==> config.mk <==
export PLATFORM = sky130hd
export DESIGN_NAME = dac_serial_ctrl
export DESIGN_NICKNAME = d
export VERILOG_FILES = /design/src/rtl/dsc_pkg.sv /design/src/rtl/dsc_sync.sv /design/src/rtl/dsc_shifter.sv /design/src/rtl/dsc_regfile.sv /design/src/rtl/dac_serial_ctrl.sv
export SDC_FILE = /design/constraint.sdc
export NUM_CORES = 1
export LEC_CHECK = 0
export CAP_MARGIN = 20
export CORE_ASPECT_RATIO = 0.8
export CORE_MARGIN = 5
export CORE_UTILIZATION = 30
export CTS_CLUSTER_SIZE = 12
export DETAILED_ROUTE_END_ITERATION = 8
export SKIP_CTS_REPAIR_TIMING = 1
export SLEW_MARGIN = 5
export SYNTH_ARGS = -nofsm -noshare
export SYNTH_HDL_FRONTEND = slang
export SYNTH_HIERARCHICAL = 1
export SYNTH_SLANG_ARGS = --single-unit
export TNS_END_PERCENT = 20
==> constraint.sdc <==
create_clock -name clk -period 3 [get_ports clk]
set_input_delay 0.6 -clock clk [delete_from_list [all_inputs] [get_ports clk]]
set_output_delay 0.6 -clock clk [all_outputs]
set_load 0.02 [all_outputs]
==> src/rtl/dsc_pkg.sv <==
package dsc_pkg;

  localparam int unsigned DATA_W     = 8;
  localparam int unsigned FRAME_BITS = 16;

  typedef enum logic [1:0] {
    CMD_LOAD_OPT  = 2'b00,
    CMD_IN_ONLY   = 2'b01,
    CMD_DIRECT    = 2'b10,
    CMD_IN_UPDATE = 2'b11
  } dsc_cmd_e;

  // Control byte, MSB first as received.
  typedef struct packed {
    logic     ref_ext;
    logic     spare;
    logic     load;
    logic     pd_b;
    logic     pd_a;
    logic     sel_b;
    dsc_cmd_e cmd;
  } dsc_ctrl_t;

endpackage

==> src/rtl/dsc_sync.sv <==
module dsc_sync #(
  parameter int unsigned      WIDTH   = 3,
  parameter int unsigned      STAGES  = 2,
  parameter logic [WIDTH-1:0] RST_VAL = '0
) (
  input  logic             clk,
  input  logic             rst_n,
  input  logic [WIDTH-1:0] async_in,
  output logic [WIDTH-1:0] lvl,
  output logic [WIDTH-1:0] rise,
  output logic [WIDTH-1:0] fall
);

  logic [WIDTH-1:0] prev_q;

  for (genvar b = 0; b < WIDTH; b++) begin : g_bit
    logic [STAGES-1:0] chain_q;

    always_ff @(posedge clk or negedge rst_n) begin
      if (!rst_n) chain_q <= {STAGES{RST_VAL[b]}};
      else        chain_q <= {chain_q[STAGES-2:0], async_in[b]};
    end

    assign lvl[b] = chain_q[STAGES-1];
  end

  always_ff @(posedge clk or negedge rst_n) begin
    if (!rst_n) prev_q <= RST_VAL;
    else        prev_q <= lvl;
  end

  assign rise = lvl & ~prev_q;
  assign fall = ~lvl & prev_q;

endmodule

==> src/rtl/dsc_shifter.sv <==
module dsc_shifter #(
  parameter int unsigned FRAME_BITS = 16
) (
  input  logic                  clk,
  input  logic                  rst_n,
  input  logic                  frame_lvl,
  input  logic                  frame_rise,
  input  logic                  frame_fall,
  input  logic                  sclk_rise,
  input  logic                  sdata_lvl,
  output logic [FRAME_BITS-1:0] word,
  output logic                  frame_ok
);

  localparam int unsigned CNT_W   = $clog2(FRAME_BITS + 2);
  localparam logic [CNT_W-1:0] CNT_FULL = CNT_W'(FRAME_BITS);
  localparam logic [CNT_W-1:0] CNT_OVER = CNT_W'(FRAME_BITS + 1);

  logic [FRAME_BITS-1:0] word_q, word_d;
  logic [CNT_W-1:0]      cnt_q, cnt_d;
  logic                  ok_q, ok_d;
  logic                  shift_en;

  assign shift_en = !frame_lvl && sclk_rise && !frame_fall;

  always_comb begin
    word_d = word_q;
    cnt_d  = cnt_q;
    ok_d   = 1'b0;
    if (frame_fall) begin
      cnt_d = '0;
    end else if (shift_en) begin
      word_d = {word_q[FRAME_BITS-2:0], sdata_lvl};
      if (cnt_q != CNT_OVER) cnt_d = cnt_q + 1'b1;
    end
    if (frame_rise && cnt_q == CNT_FULL) ok_d = 1'b1;
  end

  always_ff @(posedge clk or negedge rst_n) begin
    if (!rst_n) begin
      word_q <= '0;
      cnt_q  <= '0;
      ok_q   <= 1'b0;
    end else begin
      ok_q <= ok_d;
      if (shift_en || frame_fall) begin
        word_q <= word_d;
        cnt_q  <= cnt_d;
      end
    end
  end

  assign word     = word_q;
  assign frame_ok = ok_q;

endmodule

==> src/rtl/dsc_regfile.sv <==
module dsc_regfile
  import dsc_pkg::*;
#(
  parameter int unsigned DW = 8
) (
  input  logic      clk,
  input  logic      rst_n,
  input  logic      frame_ok,
  input  dsc_ctrl_t ctrl,
  input  logic [DW-1:0] data,
  output logic [DW-1:0] out_a,
  output logic [DW-1:0] out_b,
  output logic      pd_a,
  output logic      pd_b,
  output logic      ref_sel
);

  logic [DW-1:0] in_a_q, in_b_q, out_a_q, out_b_q;
  logic [DW-1:0] in_a_d, in_b_d, out_a_d, out_b_d;
  logic          pd_a_q, pd_b_q, ref_q;
  logic          copy_both;

  always_comb begin
    in_a_d    = in_a_q;
    in_b_d    = in_b_q;
    out_a_d   = out_a_q;
    out_b_d   = out_b_q;
    copy_both = 1'b0;
    if (ctrl.sel_b) in_b_d = data;
    else            in_a_d = data;
    unique case (ctrl.cmd)
      CMD_LOAD_OPT:  copy_both = ctrl.load;
      CMD_IN_ONLY:   copy_both = 1'b0;
      CMD_DIRECT: begin
        if (ctrl.sel_b) out_b_d = data;
        else            out_a_d = data;
      end
      CMD_IN_UPDATE: copy_both = 1'b1;
      default:       copy_both = 1'b0;
    endcase
    if (copy_both) begin
      out_a_d = in_a_d;
      out_b_d = in_b_d;
    end
  end

  always_ff @(posedge clk or negedge rst_n) begin
    if (!rst_n) begin
      in_a_q  <= '0;
      in_b_q  <= '0;
      out_a_q <= '0;
      out_b_q <= '0;
      pd_a_q  <= 1'b0;
      pd_b_q  <= 1'b0;
      ref_q   <= 1'b0;
    end else if (frame_ok) begin
      in_a_q  <= in_a_d;
      in_b_q  <= in_b_d;
      out_a_q <= out_a_d;
      out_b_q <= out_b_d;
      pd_a_q  <= ctrl.pd_a;
      pd_b_q  <= ctrl.pd_b;
      ref_q   <= ctrl.ref_ext;
    end
  end

  assign out_a   = out_a_q;
  assign out_b   = out_b_q;
  assign pd_a    = pd_a_q;
  assign pd_b    = pd_b_q;
  assign ref_sel = ref_q;

endmodule

==> src/rtl/dac_serial_ctrl.sv <==
module dac_serial_ctrl
  import dsc_pkg::*;
(
  input  logic              clk,
  input  logic              rst_n,
  input  logic              frame_n,
  input  logic              sclk,
  input  logic              sdata,
  output logic [DATA_W-1:0] chan_a_code,
  output logic [DATA_W-1:0] chan_b_code,
  output logic              chan_a_en,
  output logic              chan_b_en,
  output logic              ref_ext
);

  localparam int unsigned PIN_N = 3;
  localparam int unsigned P_FRM = 0;
  localparam int unsigned P_SCK = 1;
  localparam int unsigned P_SDI = 2;

  logic [PIN_N-1:0]      pin_lvl, pin_rise, pin_fall;
  logic [FRAME_BITS-1:0] frame_word;
  logic                  frame_ok;
  logic                  pd_a, pd_b;
  dsc_ctrl_t             ctrl;

  dsc_sync #(
    .WIDTH  (PIN_N),
    .STAGES (2),
    .RST_VAL(PIN_N'(1) << P_FRM)
  ) u_sync (
    .clk     (clk),
    .rst_n   (rst_n),
    .async_in({sdata, sclk, frame_n}),
    .lvl     (pin_lvl),
    .rise    (pin_rise),
    .fall    (pin_fall)
  );

  dsc_shifter #(.FRAME_BITS(FRAME_BITS)) u_shift (
    .clk       (clk),
    .rst_n     (rst_n),
    .frame_lvl (pin_lvl[P_FRM]),
    .frame_rise(pin_rise[P_FRM]),
    .frame_fall(pin_fall[P_FRM]),
    .sclk_rise (pin_rise[P_SCK]),
    .sdata_lvl (pin_lvl[P_SDI]),
    .word      (frame_word),
    .frame_ok  (frame_ok)
  );

  assign ctrl = dsc_ctrl_t'(frame_word[FRAME_BITS-1 -: DATA_W]);

  dsc_regfile #(.DW(DATA_W)) u_regs (
    .clk     (clk),
    .rst_n   (rst_n),
    .frame_ok(frame_ok),
    .ctrl    (ctrl),
    .data    (frame_word[DATA_W-1:0]),
    .out_a   (chan_a_code),
    .out_b   (chan_b_code),
    .pd_a    (pd_a),
    .pd_b    (pd_b),
    .ref_sel (ref_ext)
  );

  assign chan_a_en = ~pd_a;
  assign chan_b_en = ~pd_b;

endmodule

# Yosys cells after proc, flatten, opt, wreduce, memory -nomap -nowiden
# Index checks and enable logic that the tools add are counted.
# word_totals
register_bits	65
latchBits	0
mem_bits_rw	0
rom_bits	0
input_bits	5
out_inout_bits	19
elab_cells	55
n_memories	0
# classes
n_addsub	1
multipliers	0
div_mod_pow	0
n_lt_le_gt_ge	0
n_eq_ne	5
shifts	0
mux	13
n_bitwise	7
n_reduce_logical	15
# ops
op	n
two-way mux 8 bit	8
two-way mux 5 bit	3
AND reduction 3 bit	4
nonzero test 2 bit	4
adder 5 x 1 -> 5 bit (second input constant)	1
== test 5 bit (second input constant)	1
inequality test 5 bit (second input constant)	1
== test 2 bit (second input constant)	2
NOT 1 bit	4
logical AND 1 bit	3
AND 2 bit	1
logical NOT 1 bit	2
logical NOT 2 bit	1
inequality test 2 x 1 -> 1 bit (second input constant)	1
NOT 2 bit	1
case mux 1 bit (2 select lines)	1
AND 1 bit	1
logical OR 1 bit	1
two-way mux 1 bit	1

# Depth between registers and ports, before layout
# Gate-level depths: netlist of run 1.
# logic_depth
ltp_word	6
depth_mapped	6
mapped_depth_nobuf	5

# By module
# Netlist of run 1, hierarchy kept.
# modules_own_cells
mod	instances	cells_each	area_per_inst_um2	seq_area_each_um2
dsc_regfile	1	152	1574.0	875.8
dsc_shifter	1	68	963.4	550.5
dsc_sync	1	18	304.0	229.0
dac_serial_ctrl	1	2	7.5	0.0

# Worst setup path after synthesis of run 1
# Ideal clock, no wire load.
# synth_path
path_type	register to register
from	reg u_sync.g_bit[0].chain_q[1]
to	reg u_shift.word_q[10] (netlist: u_shift/word[10])
setup_ns	0.125
t_arrival_ns	1.503
required_time_ns	2.875
setup_slack_ns	1.373
stages_incl_launch_ff	6
path_buffers	2
synth_period_minus_slack_ns	1.627
cell_sequence	dfstp_2 > and2b_2 > buf_4 > nor2_8 > buf_6 > mux2_2
# synth_via
elab_chain_cells	6
elab_cells_between_ends	9
classes_between	3 x bitwise; 6 x reduce/logical
# synth_lines
element	line_no	source
from (decl)	dsc_sync.sv:17	logic [STAGES-1:0] chain_q;
from (signal assigned)	dsc_sync.sv:20	if (!rst_n) chain_q <= {STAGES{RST_VAL[b]}};
from (signal assigned)	dsc_sync.sv:21	else chain_q <= {chain_q[STAGES-2:0], async_in[b]};
NOT 1 bit (*)	dsc_sync.sv:33	assign fall = ~lvl & prev_q;
AND 1 bit (*)	dsc_sync.sv:33	
named net pin_fall[0]	dac_serial_ctrl.sv:21	logic [PIN_N-1:0] pin_lvl, pin_rise, pin_fall;
logical NOT 1 bit	dsc_shifter.sv:24	assign shift_en = !frame_lvl && sclk_rise && !frame_fall;
logical AND 1 bit	dsc_shifter.sv:24	
logical OR 1 bit	dsc_shifter.sv:46	if (shift_en || frame_fall) begin
AND reduction 3 bit (no line) (*)	n/a	
to (signal assigned)	dsc_shifter.sv:47	word_q <= word_d;
to (decl)	dsc_shifter.sv:19	logic [FRAME_BITS-1:0] word_q, word_d;
# Mark *: on every way through the listed nets, which the timed path passes. The rest lies on a longest branch.
# A chain may end at the register's enable or synchronous reset.

# Final worst setup path of run 1
# layout_path
from	reg u_shift.word_q[8] (netlist: u_shift/word[8])
to	reg u_regs.out_b_q[6] (netlist: u_regs/out_b[6])
# layout_via
elab_chain_cells	4
elab_cells_between_ends	8
classes_between	2 x eq/ne; 2 x mux; 4 x reduce/logical
# layout_lines
element	line_no	source
== test 2 bit / logical NOT 2 bit (equally long branches)	dsc_regfile.sv:31	unique case (ctrl.cmd)
case mux 1 bit (2 select lines)	dsc_regfile.sv:31	
nonzero test 2 bit (no line)	n/a	
AND reduction 3 bit (no line)	n/a	
to (signal assigned)	dsc_regfile.sv:60	out_b_q <= out_b_d;
to (decl)	dsc_regfile.sv:18	logic [DW-1:0] in_a_q, in_b_q, out_a_q, out_b_q;
# Parallel ways exist; a longest one is shown, timed or not.

==> results.md, run 1 <==
* Core ar. at 0.00908 sq mm
* Die X at 118 microns
* Vias in the first global route at 1831
* HPWL Detailed at 3480 microns
* Startpoint Class: register
* DR pass1 iterations at 6
* Crit-path cells: inv_1, ha_1, nand3b_1, o21ai_2, a222oi_1
* Vias per Instance at 4.62
* Cts bufs inserted at 9
* Final min period at 1980 ps
* WP data arrival at 2150 ps
* Fin worst setup slack at 1020 ps
* Final setup vio count at 0
* Nets@finish at 272
* Ys Warns at 6
* Setup TNS at 0 ps
* Slew Limit Headroom at 46.2%
* WS Path Type: register to register
* Overall Power at 2.48 mW
* Antenna Cells at 0
* Worst-skew pair later-pin latency at 320 ps
* CTS tree: done
* Clock-pin slew on the worst setup and hold paths at 50 ps
* Slowest cell on the critical path: o21ai_2
* Multi-input gate area at 948 sq um
* Max-Cap Viols at 0
* H-tree level count at 3
* HP Class: register to register
* PwrDens at 710 mW/mm^2
* Net Count, Synth at 246
* Largest net degree at the start of global routing at 66
* Clock sink count at 65
* Core Rows at 31
* Critical Path Start: u_shift/word[8]$_DFFE_PN0P_
* Via Count at 1759
* WL final at 5220 microns
* CP top delay family: compound AO/OA/AOI/OAI gates
* DR iter-0 viols at 115
* Hold Vio Cnt, Final at 0
* Min-delay src: u_sync/g_bit[1].chain_q[0]$_DFF_PN0_
* Drt wl/cell at 13.7 microns
* Dpl ws at 1040 ps
* Routability cong. at 0.791
* RSZ-0062 raised after global routing: no
* Area Overhead vs Synth at 25.2%
* I/O pin cnt at 24
* GRT Total Usage at 10.2%
* Cells after Synth at 235
* Port bufs at 23
* DRC viols at 0
* Layout fillers at 921
* Syn_area_per_cell at 11.9 sq um
* Die height at 96.3 microns
* Syn Std Cell Area at 0.00279 sq mm
* Worst clock skew at 6.01 ps
* Fin crit share at 66.0%
* DIE AREA at 0.0113 sq mm
* Status: complete, no violations
* Antenna violations before repair at 0
* Critical path buffers and inverters at 1
* GR Overflow Total at 0
* First-pass GRT wire length at 9030 microns
* Crit. End Element: register
* Critical Path Fanout Max at 9
* Peak supply drop at 0.346 mV
* Worst slew pin tran at 807 ps
* Max Freq at 0.505 GHz
* Reg-to-Reg Start: u_shift/word[8]$_DFFE_PN0P_
* Initial core utilization at 30.7%
* Root Driver: clkbuf_16
* Final Max Tran Viols at 0
* Share of cells above drive strength 1 at 19.9%
* Static Leakage at 1.51 nW
* Clk buf depth at 2
* Crit path largest cell delay at 450 ps
* CP required at 3170 ps
* Post-route ant nets at 0
* Register area at 0.00163 sq mm
sequential cells by signal, indices dropped and copies added (netlist names):
name	count
u_regs/in_a_q	8
u_regs/in_b_q	8
u_regs/out_a	8
u_regs/out_b	8
u_regs/pd_a	1
u_regs/pd_b	1
u_regs/ref_sel	1
u_shift/cnt_q	5
u_shift/frame_ok	1
u_shift/word	16
u_sync/g_bit.chain_q	6
u_sync/prev_q	2
layer usage:
layer	track usage (%)	part of all wire (%)
met2	14.6	43
met1	13.9	53
met5	0	0
met3	3.58	3.2
met4	4.58	0.96
where the power goes:
group          leakage [nW]  internal (mW)  switching [mW]  total, mW
clock network         0.186          0.981           0.378       1.36
logic                 0.447         0.0575           0.101      0.159
registers             0.876          0.928          0.0367      0.965
final timing paths:
path | to | slack, ps | cells past startpoint
worst max-delay path | u_regs/out_b[6]$_DFFE_PN0P_ | 1020 | 5
worst min-delay path | u_sync/g_bit[1].chain_q[1]$_DFF_PN0_ | 350 | 0
worst max register to register | u_regs/out_b[6]$_DFFE_PN0P_ | 1020 | 5
worst min register to register | u_sync/g_bit[1].chain_q[1]$_DFF_PN0_ | 350 | 0
max in group asynchronous | u_regs/out_b[3]$_DFFE_PN0P_ | 2020 | 2
min in group asynchronous | u_shift/cnt_q[2]$_DFFE_PN0P_ | 450 | 2
cells in the final DEF, fill, tap and decap left out, drive strengths merged, types with 2 or more instances in the layout:
master / instances
a21oi: 3
or3: 2
nor2: 5
ha: 6
nor2b: 4
inv: 39
nand2b: 4
clkdlybuf4s50: 22
buf: 2
nand2: 18
dfrtp: 62
nor3: 10
a222oi: 8
clkbuf: 9
and2b: 3
mux2: 20
a221oi: 8
dfstp: 3
nand3: 2
o21ai: 19
bufinv: 5
nand3b: 2
final cells by class:
| class | count | area share (%) |
|---|---|---|
| clock buffer | 9 | 6.45 |
| clock inverter | 7 | 4.76 |
| inverter | 39 | 4.19 |
| multi-input combinational | 122 | 27.1 |
| sequential | 65 | 46.7 |
| tap | 115 | 4.12 |
| timing repair buffer | 24 | 6.66 |
per-stage QoR:
stage / instances / utilization, % / area [sq um] / hold slack [ps]
finish: 381 / 38.5 / 3490 / 349
global route: 381 / 38.5 / 3490 / 362
CTS: 381 / 38.5 / 3490 / 352
detailed placement: 365 / 34.2 / 3100 / 339
global placement: 365 / 34.2 / 3100 / 332
floorplan: 235 / - / 2790 / 304
(Power assumes the default switching activity.)
==> inputs of run 2 (changes only) <==
==> constraint.sdc (replaced) <==
create_clock -name clk -period 1.93 [get_ports clk]
set_input_delay 0.386 -clock clk [delete_from_list [all_inputs] [get_ports clk]]
set_output_delay 0.386 -clock clk [all_outputs]
set_load 0.02 [all_outputs]
==> run 2 against run 1 <==
Net effect:
- non-clock buffer count is 4 higher
- flip-flop and latch count did not move
- sequential share of layout area increased by 0.52 points
- hold slack worse by 290 ps
- global-route usage rose by 0.47 points
- sequential power increased by 55%
- register-to-register slack got worse by 900 ps
- combinational power rose by 60%
- clock-buffer cell count is 4 higher
==> results.md, run 2 (synthesized netlist as in run 1, its figures left out) <==
* Status: complete, no violations
* Fin util at 38.1% (-0.43 points)
* DIE AREA at 0.0113 sq mm (unchanged)
* CP required at 2090 ps (-1080 ps)
* Worst slew pin tran at 562 ps (-245 ps)
* Fin crit share at 93.8% (+28 points)
* Reg power frac at 44.5% (+5.6 points)
* Cts bufs inserted at 9 (unchanged)
* Setup TNS at 0 ps (unchanged)
* Antenna violations before repair at 0 (unchanged)
* Most frequent cells in the layout: 62 x dfrtp_1, 39 x inv_1, 22 x clkdlybuf4s50_1
* Nets@finish at 276 (+1.5%)
* Slew Limit Headroom at 62.3% (+16 points)
* Clk buf depth at 2 (unchanged)
* Vias per Instance at 4.69 (+1.6%)
* First-pass GRT wire length at 9380 microns (+3.9%)
* Via Count at 1806 (+2.7%)
* Pint at 2.60 mW (+32%)
* Core Rows at 31 (unchanged)
* Area Overhead vs Synth at 23.8%
* WL final at 5460 microns (+4.7%)
* Max Freq at 0.552 GHz (+9.3%)
* RSZ-0062 raised after global routing: no
* H-tree level count at 3 (unchanged)
* Peak supply drop at 0.394 mV (+14%)
* Die X at 118 microns (unchanged)
* PwrDens at 975 mW/mm^2 (+37%)
* Most common cell after layout, fill and taps aside: dfrtp_1
* DR iter-0 viols at 128 (+11%)
* Share of cells above drive strength 1 at 20.7% (+0.82 points)
* Final setup vio count at 0 (unchanged)
* WS Path Type: register to register
* DRC viols at 0 (unchanged)
* Static Leakage at 1.50 nW (-0.81%)
* GR Overflow Total at 0 (unchanged)
* Comb pwr share at 7.5% (+1.1 points)
* Largest net degree at the start of global routing at 66 (unchanged)
* Final min period at 1810 ps (-168 ps)
* Reg-to-Reg Start: u_shift/word[8]$_DFFE_PN0P_
* Core ar. at 0.00908 sq mm (unchanged)
* GRT Total Usage at 10.7% (+0.47 points)
* Vias in the first global route at 1852 (+1.1%)
* Initial core utilization at 30.7% (unchanged)
* Clock sink count at 65 (unchanged)
* Clock power frac at 48.0% (-6.7 points)
* HPWL Detailed at 3730 microns (+7.0%)
* Final Max Tran Viols at 0 (unchanged)
* CTS tree: done
* Largest register FFs at 16 (unchanged)
* Drt wl/cell at 14.2 microns (+3.6%)
* Post-route ant nets at 0 (unchanged)
* Crit. End Element: register
* Routability cong. at 0.761 (-3.8%)
* Critical Path Fanout Max at 8 (-1)
* Port bufs at 23 (unchanged)
* R2R setup slack at 120 ps (-900 ps)
* WP data arrival at 1970 ps (-180 ps)
* Worst clock skew at 5.17 ps (-0.845 ps)
* Hold Vio Cnt, Final at 0 (unchanged)
* DR pass1 iterations at 4 (-2)
* Clock-pin slew on the worst setup and hold paths at 50 ps (about the same)
* Max-Cap Viols at 0 (unchanged)
* Startpoint Class: register
* Die height at 96.3 microns (unchanged)
* Sw Pwr at 764 uW (+48%)
* I/O pin cnt at 24 (unchanged)
* FF-to-FF End: u_regs/out_a[7]$_DFFE_PN0P_
* Antenna Cells at 0 (unchanged)
* HP Class: input pin to asynchronous set/reset pin
* FF-to-FF path depth at 5 (unchanged)
* Worst-skew pair later-pin latency at 320 ps (about the same)
* Root Driver: clkbuf_16
* Sw frac at 22.7% (+1.9 points)
==> run 2: cell types whose count changed in the layout (fill, tap and decap cells not counted), sizes merged <==
cell      delta
clkinvlp     -1
buf          +4
bufinv       -4
clkinv       +1
clkbuf       +4
==> run 2: layout make-up <==
class / count / area [sq um]
fill: 909 / 5620
sequential: 65 / 1630
multi-input combinational: 122 / 958
timing repair buffer: 28 / 275
clock buffer: 13 / 260
inverter: 39 / 146
tap: 115 / 144
clock inverter: 3 / 40.0
==> run 2: power groups by stage <==
| stage | Combinational [mW] | Clock (mW) | Sequential [mW] |
|---|---|---|---|
| after global routing | 0.288 | 1.71 | 1.51 |
| final | 0.254 | 1.62 | 1.50 |
| after global placement | 0.255 | 0 | 1.52 |
| after detailed placement | 0.256 | 0 | 1.52 |
| after CTS | 0.256 | 1.65 | 1.50 |
| after floorplan | 0.163 | 0 | 1.50 |
==> run 2: per-stage QoR <==
step                instance area [sq um]  setup WS [ps]  instances  total power [mW]  hold WS [ps]
detailed placement                   3140            112        369              1.78           337
global route                         3450           13.5        385              3.51          81.3
finish                               3450            119        385              3.37          61.6
CTS                                  3440            105        385              3.40          86.1
global placement                     3140            200        369              1.77           334
floorplan                            2790            303        235              1.67          90.4
==> run 2: worst max-delay path by stage <==
stage / start / to / slack, ps / cells past startpoint
after floorplan: u_sync/g_bit[0].chain_q[1]$_DFF_PN1_ / u_shift/word[10]$_DFFE_PN0P_ / 300 / 5
after global placement: u_shift/word[9]$_DFFE_PN0P_ / u_regs/out_a[3]$_DFFE_PN0P_ / 200 / 5
after detailed placement: u_shift/word[8]$_DFFE_PN0P_ / u_regs/out_a[5]$_DFFE_PN0P_ / 110 / 5
after CTS: u_shift/word[8]$_DFFE_PN0P_ / u_regs/out_a[7]$_DFFE_PN0P_ / 100 / 5
after global routing: u_shift/word[8]$_DFFE_PN0P_ / u_regs/out_b[1]$_DFFE_PN0P_ / 10 / 6
final: u_shift/word[8]$_DFFE_PN0P_ / u_regs/out_a[7]$_DFFE_PN0P_ / 120 / 5
==> run 2: critical path, stage by stage, from the launching register on <==
cell and delay, ps:
dfrtp_1 390, inv_1 90, ha_2 380, and3b_1 210, o31ai_4 400, a221oi_1 170
==> run 2: metal layers <==
metal | routed length, microns | up-vias | global-route usage [%]
li1 | - | 866 | -
met1 | 2800 | 901 | 14.2
met2 | 2370 | 33 | 15.9
met3 | 207 | 6 | 3.70
met4 | 90 | 0 | 4.58
met5 | 0 | - | 0
==> inputs of run 3 (changes only) <==
--- a/config.mk
+++ b/config.mk
@@ -11,8 +11,9 @@
 export CORE_UTILIZATION = 30
 export CTS_CLUSTER_SIZE = 12
 export DETAILED_ROUTE_END_ITERATION = 8
+export REMOVE_ABC_BUFFERS = 1
 export SKIP_CTS_REPAIR_TIMING = 1
-export SLEW_MARGIN = 5
+export SLEW_MARGIN = 0
 export SYNTH_ARGS = -nofsm -noshare
 export SYNTH_HDL_FRONTEND = slang
 export SYNTH_HIERARCHICAL = 1
==> run 3 against run 2 <==
Net effect:
- non-clock buffer count stayed put
- highest routed layer unchanged
- clock skew is 0.69 ps higher
- design area is 1.4% higher
- cell count stayed put
- sequential share of layout area is 0.67 points lower
- clock power is 17% higher
- via count is 1.2% lower
- first-iteration DRC count is 14% higher
==> results.md, run 3 (synthesized netlist as in run 1, its figures left out) <==
* GRT Total Usage at 10.3% (-0.40 points)
* Nets@finish at 276 (unchanged)
* Most common cell after layout, fill and taps aside: dfrtp_1
* Critical Path Start: u_shift/word[8]$_DFFE_PN0P_
* Core ar. at 0.00908 sq mm (unchanged)
* Setup TNS at 0 ps (unchanged)
* Clock sink count at 65 (unchanged)
* Critical Path Fanout Max at 8 (unchanged)
* Routability cong. at 0.772 (+1.4%)
* Initial core utilization at 30.7% (unchanged)
* CP Capture Point: u_regs/out_a[7]$_DFFE_PN0P_
* WS Path Type: register to register
* Via Count at 1785 (-1.2%)
* Port bufs at 23 (unchanged)
* H-tree level count at 3 (unchanged)
* DR pass1 iterations at 4 (unchanged)
* Crit. End Element: register
* Final setup vio count at 0 (unchanged)
* Vias per Instance at 4.64 (-1.2%)
* First-pass GRT wire length at 8990 microns (-4.1%)
* R2R setup slack at 110 ps (about the same)
* CP required at 2090 ps (about the same)
* Antenna violations before repair at 0 (unchanged)
* Antenna Cells at 0 (unchanged)
* Static Leakage at 1.51 nW (+1.2%)
* HP Class: input pin to asynchronous set/reset pin
* Most frequent cells in the layout: 62 x dfrtp_1, 39 x inv_1, 22 x clkdlybuf4s50_1
* FF-to-FF End: u_regs/out_a[7]$_DFFE_PN0P_
* Largest register FFs at 16 (unchanged)
* Peak supply drop at 0.438 mV (+11%)
* Post-route ant nets at 0 (unchanged)
* Share of cells above drive strength 1 at 21.1% (+0.37 points)
* DRC viols at 0 (unchanged)
* Fin crit share at 94.5% (+0.64 points)
* Clock-pin slew on the worst setup and hold paths at 50 ps (about the same)
* I/O pin cnt at 24 (unchanged)
* FF-to-FF path depth at 5 (unchanged)
* Core Rows at 31 (unchanged)
* HPWL Detailed at 3570 microns (-4.3%)
* Final Max Tran Viols at 0 (unchanged)
* Max Freq at 0.549 GHz (-0.68%)
* Cts bufs inserted at 9 (unchanged)
* Slew Limit Headroom at 60.7% (-1.6 points)
* Startpoint Class: register
* Worst-skew pair later-pin latency at 320 ps (about the same)
* DIE AREA at 0.0113 sq mm (unchanged)
* Largest net degree at the start of global routing at 66 (unchanged)
* Worst clock skew at 5.85 ps (+0.687 ps)
* Final min period at 1820 ps (+12.3 ps)
* Clk buf depth at 2 (unchanged)
* Die height at 96.3 microns (unchanged)
* GR Overflow Total at 0 (unchanged)
* Hold Vio Cnt, Final at 0 (unchanged)
* CTS tree: done
* Max-Cap Viols at 0 (unchanged)
* Worst slew pin tran at 586 ps (+24.5 ps)
* WP data arrival at 1980 ps (about the same)
* Cells after DPL at 369 (unchanged)
* Area Overhead vs Synth at 25.6%
* RSZ-0062 raised after global routing: no
* Die X at 118 microns (unchanged)
* Drt wl/cell at 14.1 microns (-0.71%)
* Reg-to-Reg Start: u_shift/word[8]$_DFFE_PN0P_
* Vias in the first global route at 1790 (-3.3%)
* DR iter-0 viols at 146 (+14%)
* WL final at 5420 microns (-0.71%)
* Root Driver: clkbuf_16
* Non-filler instance count after layout at 385 (unchanged)
* PwrDens at 1040 mW/mm^2 (+6.3%)
* Status: complete, no violations
[run 3: cell count changes in the layout (fill, tap and decap cells not counted), moves of 2 or more]
cell / previous run / this run
bufinv_16: 1 / 3
clkbuf_1: 2 / 0
clkinv_2: 2 / 0
clkinv_4: 0 / 2
[run 3: how the worst min path moves through the flow]
| stage | depth (start not counted) | slack (ps) | start | end |
|---|---|---|---|---|
| 3_3_place_gp | 0 | 330 | u_sync/g_bit[2].chain_q[0]$_DFF_PN0_ | u_sync/g_bit[2].chain_q[1]$_DFF_PN0_ |
| 3_5_place_dp | 0 | 330 | u_sync/g_bit[2].chain_q[0]$_DFF_PN0_ | u_sync/g_bit[2].chain_q[1]$_DFF_PN0_ |
| 2_1_floorplan | 0 | 90 | rst_n | u_regs/in_a_q[0]$_DFFE_PN0P_ |
| 4_1_cts | 2 | 80 | rst_n | u_regs/ref_sel$_DFFE_PN0P_ |
| 5_1_grt | 2 | 90 | rst_n | u_sync/g_bit[1].chain_q[0]$_DFF_PN0_ |
| 6_report | 2 | 70 | rst_n | u_regs/pd_b$_DFFE_PN0P_ |
[run 3: cell type report]
cell class,count,area [sq um]
clock buffers,10,239
inverters,39,146
fillers,897,5570
clock inverters,6,115
multi-input cells,122,955
flip-flops and latches,65,1630
well taps,115,144
repair buffers,28,275
[run 3: stage by stage]
step | util (%) | area [sq um] | total power, mW | worst slack [ps] | hold slack (ps)
CTS | 38.5 | 3500 | 3.67 | 65.7 | 83.2
global placement | 34.6 | 3140 | 1.76 | 150 | 334
global route | 38.6 | 3500 | 3.77 | 7.22 | 94.2
detailed placement | 34.6 | 3140 | 1.77 | 85.0 | 335
floorplan | - | 2730 | 1.66 | 325 | 90.4
finish | 38.6 | 3500 | 3.63 | 107 | 70.5
[run 3: layer usage]
metal	vias up	global-route usage (%)	part of all wire, %
met2	38	15.2	46
met5	-	0	0
met3	7	3.47	5.8
li1	864	-	-
met4	0	4.87	1.2
met1	876	13.6	47
[run 3: power breakdown]
part / switching, mW / internal [mW] / total [mW]
sequential: 0.0599 / 1.44 / 1.50
clock: 0.586 / 1.30 / 1.89
combinational: 0.151 / 0.0925 / 0.244
[run 3: worst max-delay path, stage by stage (launching register included)]
cell and delay, ps:
dfrtp_1 380, inv_1 80, ha_1 400, nor2b_1 180, nor3_2 450, a221oi_1 170
